[config.mk]
export PLATFORM = sky130hd
export DESIGN_NAME = stream_port_unit
export DESIGN_NICKNAME = d
export VERILOG_FILES = /design/src/rtl/stream_port_pkg.sv /design/src/rtl/stream_port_ctrl.sv /design/src/rtl/stream_port_datapath.sv /design/src/rtl/stream_port_unit.sv
export SDC_FILE = /design/constraint.sdc
export NUM_CORES = 1
export LEC_CHECK = 0
export BUFFER_PORTS_ARGS = -buffer_cell sky130_fd_sc_hd__buf_4
export CAP_MARGIN = 20
export CORE_MARGIN = 2
export CORE_UTILIZATION = 45
export CTS_CLUSTER_DIAMETER = 40
export DETAILED_ROUTE_END_ITERATION = 6
export GPL_ROUTABILITY_DRIVEN = 0
export GPL_TIMING_DRIVEN = 0
export HOLD_SLACK_MARGIN = 0.06
export PLACE_DENSITY = 0.88
export SETUP_SLACK_MARGIN = 0.15
export SLEW_MARGIN = 10
export SYNTH_ARGS = -nofsm -noshare
export SYNTH_HDL_FRONTEND = slang
export SYNTH_SLANG_ARGS = --single-unit
[constraint.sdc]
create_clock -name clk -period 1.3 [get_ports clk]
set_input_delay 0.26 -clock clk [delete_from_list [all_inputs] [get_ports clk]]
set_output_delay 0.26 -clock clk [all_outputs]
set_load 0.05 [all_outputs]
[src/rtl/stream_port_pkg.sv]
package stream_port_pkg;
  parameter int DATA_W = 32;

  typedef struct packed {
    logic loadOut;    // place processor word in output slot
    logic captureIn;  // latch incoming stream word
  } strobe_t;

  typedef enum logic {
    ST_IDLE    = 1'b0,
    ST_GETDONE = 1'b1
  } ctrl_state_t;
endpackage

[src/rtl/stream_port_ctrl.sv]
module stream_port_ctrl
  import stream_port_pkg::*;
(
  input  logic    clk,
  input  logic    rst,
  input  logic    req,
  input  logic    isWrite,
  input  logic    nonBlocking,
  input  logic    outFree,
  input  logic    sTValid,
  output logic    sTReady,
  output logic    done,
  output logic    stall,
  output logic    carryOut,
  output strobe_t strobes
);
  ctrl_state_t state, stateNext;
  logic carryNext;

  always_comb begin
    stateNext = state;
    carryNext = carryOut;
    done      = 1'b0;
    sTReady   = 1'b0;
    strobes   = '0;
    case (state)
      ST_IDLE: begin
        if (req && isWrite) begin
          strobes.loadOut = outFree;
          done            = outFree || nonBlocking;
          if (nonBlocking) carryNext = !outFree;
        end else if (req) begin
          if (sTValid) begin
            sTReady           = 1'b1;
            strobes.captureIn = 1'b1;
            stateNext         = ST_GETDONE;
          end else if (nonBlocking) begin
            done      = 1'b1;
            carryNext = 1'b1;
          end
        end
      end
      ST_GETDONE: begin
        done      = 1'b1;
        stateNext = ST_IDLE;
        if (nonBlocking) carryNext = 1'b0;
      end
      default: stateNext = ST_IDLE;
    endcase
  end

  assign stall = req && !done;

  always_ff @(posedge clk) begin
    if (rst) begin
      state    <= ST_IDLE;
      carryOut <= 1'b0;
    end else begin
      state    <= stateNext;
      carryOut <= carryNext;
    end
  end

  // a consumed input word completes the get in the following cycle
  a_r6_consume_then_done: assert property (@(posedge clk) disable iff (rst)
    sTReady |=> done);

  // carry moves only when a non-blocking request finishes
  a_r9_carry_quiet: assert property (@(posedge clk) disable iff (rst)
    !(done && nonBlocking) |=> $stable(carryOut));
endmodule

[src/rtl/stream_port_datapath.sv]
module stream_port_datapath
  import stream_port_pkg::*;
(
  input  logic              clk,
  input  logic              rst,
  input  strobe_t           strobes,
  input  logic [DATA_W-1:0] wData,
  input  logic              wCtrl,
  input  logic [DATA_W-1:0] sTData,
  input  logic              sTLast,
  input  logic              mTReady,
  output logic              outFree,
  output logic [DATA_W-1:0] mTData,
  output logic              mTLast,
  output logic              mTValid,
  output logic [DATA_W-1:0] rData,
  output logic              rCtrl
);
  assign outFree = !mTValid || mTReady;

  always_ff @(posedge clk) begin
    if (rst) begin
      mTValid <= 1'b0;
      mTData  <= '0;
      mTLast  <= 1'b0;
    end else if (strobes.loadOut) begin
      mTValid <= 1'b1;
      mTData  <= wData;
      mTLast  <= wCtrl;
    end else if (mTReady) begin
      mTValid <= 1'b0;
    end
  end

  always_ff @(posedge clk) begin
    if (rst) begin
      rData <= '0;
      rCtrl <= 1'b0;
    end else if (strobes.captureIn) begin
      rData <= sTData;
      rCtrl <= sTLast;
    end
  end

  // an offered word is held until the sink takes it
  a_r3_hold_stable: assert property (@(posedge clk) disable iff (rst)
    (mTValid && !mTReady) |=> (mTValid && $stable(mTData) && $stable(mTLast)));
endmodule

[src/rtl/stream_port_unit.sv]
module stream_port_unit
  import stream_port_pkg::*;
(
  input  logic              clk,
  input  logic              rst,
  input  logic              req,
  input  logic              isWrite,
  input  logic              nonBlocking,
  input  logic [DATA_W-1:0] wData,
  input  logic              wCtrl,
  output logic              done,
  output logic [DATA_W-1:0] rData,
  output logic              rCtrl,
  output logic              carryOut,
  output logic              stall,
  output logic [DATA_W-1:0] mTData,
  output logic              mTLast,
  output logic              mTValid,
  input  logic              mTReady,
  input  logic [DATA_W-1:0] sTData,
  input  logic              sTLast,
  input  logic              sTValid,
  output logic              sTReady
);
  strobe_t strobes;
  logic    outFree;

  stream_port_ctrl uCtrl (
    .clk(clk), .rst(rst), .req(req), .isWrite(isWrite),
    .nonBlocking(nonBlocking), .outFree(outFree), .sTValid(sTValid),
    .sTReady(sTReady), .done(done), .stall(stall), .carryOut(carryOut),
    .strobes(strobes)
  );

  stream_port_datapath uData (
    .clk(clk), .rst(rst), .strobes(strobes), .wData(wData), .wCtrl(wCtrl),
    .sTData(sTData), .sTLast(sTLast), .mTReady(mTReady), .outFree(outFree),
    .mTData(mTData), .mTLast(mTLast), .mTValid(mTValid),
    .rData(rData), .rCtrl(rCtrl)
  );

  // a completed blocking put is offered on the stream next cycle
  a_r2_put_offered: assert property (@(posedge clk) disable iff (rst)
    (done && req && isWrite && !nonBlocking) |=> mTValid);

  // a blocking put facing a busy channel holds the processor
  a_r4_busy_stall: assert property (@(posedge clk) disable iff (rst)
    (req && isWrite && !nonBlocking && mTValid && !mTReady) |-> (stall && !done));
endmodule

==> qor.csv <==
stage;metric;value;unit
status;status;finished with violations;
status;failing checks;negative setup slack;
die;Die ar.;6984;um^2
cts;clock sinks;69;
pwr;Leakage Power;0.002319;uW
setup_path;critical setup path kind;flip-flop to primary output;
cts;CTS tree;done;
sta;Tightest Pin Transition;0.7922;ns
min_path;worst min path class;input port to flip-flop;
setup_path;CP max-delay cell;dfxtp_4;
cts;number of hold buffers added after CTS;0;
sta;Clock Skews;0.01373;ns
final_layout;number of fill cells;208;
sta;period utilization;1.279;
cts;worst skew pair latency;0.35;ns
final_layout;commonest non-fill, non-tap cell in the layout;buf_4;
sta;Final min period;1.662;ns
setup_path;Max FO, Critical Path;2;
sta;worst slew margin relative to its limit;0.4718;
setup_path;worst endpoint required time;1.04;ns
route;DRC;0;
cts;CTS Buf Count;9;
logic_synthesis;Area contributors post-synth;dfxtp_1 48%, nand2b_1 15%, mux2i_1 12%;
global_routing;grt ovf;0;
route;initial detailed-routing violation count;140;
global_routing;initial antenna violation count;0;
setup_path;R2R depth;9;
sta;endpoints failing hold;0;
die;Row Count;28;
setup_path;Stages on worst setup path;4;
global_routing;global-route usage over all layers;0.2407;
route;Via density;5.217;
die;Die Height;83.57;um
pwr;PD cells;1025;nW/um^2
final_layout;Layout Cells excl Fill;571;
route;Routed Antenna Nets;0;
logic_synthesis;Synth area leader;dfxtp_1;
logic_synthesis;Yosys warning count;0;
final_layout;area added between synthesis and finish;94.99;%
sta;max-slew violations;0;
setup_path;Worst setup EP type;primary output;
global_routing;number of global-route vias before repair;2820;
setup_path;CP Cell Sequence;nand2b_4 > a32o_2 > nor3b_4 > buf_6;
sta;fmax;0.6017;GHz
final_layout;Nets;564;
final_layout;commonest non-fill, non-tap cells in the layout;82 x buf_4, 67 x nand2b_1, 63 x buf_6, 46 x dfxtp_2, 35 x nand2_1;
cts;Max clock buf depth;2;
final_layout;layout cells sized above 1;0.6915;
route;DRT Wirelength;11820;um
pwr;VDD IR-drop max;0.9395;mV
logic_synthesis;Seq cells post-synth;69;
die;die span in x;83.57;um
global_routing;first-pass GRT wire length;13520;um
route;Wirelength per Cell;20.70;um
setup_path;Worst path max stage delay;0.36;ns
global_routing;pin count of the biggest net entering global routing;12;
logic_synthesis;share of the synthesized area in the top cell type;0.4848;
logic_synthesis;area of the mapped netlist;2849;um^2
logic_synthesis;Yosys cell types;22;
setup_path;CP Data Arrival Time;1.40;ns
setup_path;CP top delay family;flip-flops;
die;starting density of the core;0.4728;
sta;final setup vio count;70;
placement;Placed Instances;523;
logic_synthesis;register area share after synthesis;0.4848;
setup_path;Worst Setup Start Kind;flip-flop;
logic_synthesis;Syn Area/Cell;9.310;um^2
job;maxcap violations;0;
route;DR vias;2979;
cts;clk root buf;clkbuf_8;
min_path;worst hold path depth;3;
logic_synthesis;Synth Instances;306;
die;I/O pin count;144;
placement;Final HPWL DP;5288;um
sta;unrepaired setup endpoints after global routing;yes;
logic_synthesis;Synth Net Count;379;
setup_path;WP buf/inv;1;
die;core area;6026;um^2
route;DRT Pass-1 Iters;4;
placement;Placement Setup Slack;-0.1473;ns
sta;final worst slack;-0.3621;ns
final_layout;antenna cells;0;
cts;Reg clk slew, reported paths;0.08;ns
cts;H-tree levels;3;
placement;I/O Buffers;142;
[registers in the layout, summed over array words and instances (netlist names)]
| register | count |
|---|---|
| uData.rData | 32 |
| uData.mTValid | 1 |
| uData.rCtrl | 1 |
| uCtrl.state | 1 |
| uData.mTLast | 1 |
| uData.mTData | 32 |
| uCtrl.carryOut | 1 |
[report_power, final]
part           total [uW]  switching, uW  internal [uW]
clock                2030            854           1180
combinational        1370            717            655
sequential           2290           92.8           2190
[cells by family after synthesis]
kind of cell / synth area share
mux: 0.1159
buf+inv: 0.06676
simple gates: 0.2582
compound gates: 0.07422
flops: 0.4848
[tightest hold or removal path: cells and delay by family]
kind | cells | cell delay, ns
buffers and inverters | 1 | 0.11
AND/OR/NAND/NOR | 1 | 0.06
AO/OA/AOI/OAI | 1 | 0.05
[cells in the mapped netlist, drive strengths merged]
cell     number
dfxtp        69
nand2        68
nand2b       68
a21oi        35
mux2i        33
buf          15
clkbuf        7
a2111o        1
a21o          1
a32o          1
and4b         1
inv           1
nand4b        1
nand4bb       1
nor2          1
nor2b         1
nor3b         1
o211ai        1
[layout make-up]
| type | count | area, um^2 | share of cell area |
|---|---|---|---|
| timing repair buffer | 174 | 1852 | 0.3333 |
| multi-input combinational | 214 | 1642 | 0.2955 |
| sequential | 69 | 1514 | 0.2725 |
| buffer | 22 | 217.7 | 0.03919 |
| clock buffer | 12 | 155.1 | 0.02793 |
| tap | 75 | 93.84 | 0.01689 |
| clock inverter | 4 | 70.07 | 0.01261 |
| inverter | 1 | 11.26 | 0.002027 |
[metal layers]
metal	GRT usage	part of all wire	routed length, um	vias up
met5	0	0	0	-
met4	0.1114	0.036	424	0
met3	0.07616	0.069	813	37
met2	0.4145	0.52	6192	152
met1	0.2699	0.37	4389	1430
li1	-	-	-	1360
[per-stage QoR]
stage / total power [uW] / util / TNS, ns / area, um^2 / hold WS [ns]
2_1_floorplan: 2927 / - / -0.2587 / 2877 / 0.3960
3_3_place_gp: 3295 / 0.6699 / -0.3630 / 4036 / 0.4424
3_5_place_dp: 3313 / 0.6699 / -0.4237 / 4036 / 0.4466
4_1_cts: 5424 / 0.7940 / -6.044 / 4785 / 0.1516
5_1_grt: 5858 / 0.9219 / -13.73 / 5555 / 0.1508
6_report: 5692 / 0.9219 / -11.51 / 5555 / 0.1523
[final timing paths]
kind / to / slack (ns) / startpoint
setup / recovery: stall / -0.36 / uData.mTValid
hold / removal: uData.rData[8] / 0.15 / sTData[8]
setup reg to reg: uData.rData[22] / -0.26 / uCtrl.state
hold reg to reg: uData.mTData[5] / 0.48 / uData.mTData[5]
[timing repair]
action,4_1_cts,5_1_grt
setup buffers,14,10
gates cloned,8,0
gates resized for setup,68,235
pin swaps,8,61
endpoints found under the setup margin,91,138
Note: power is estimated with default switching activity, not from simulation.
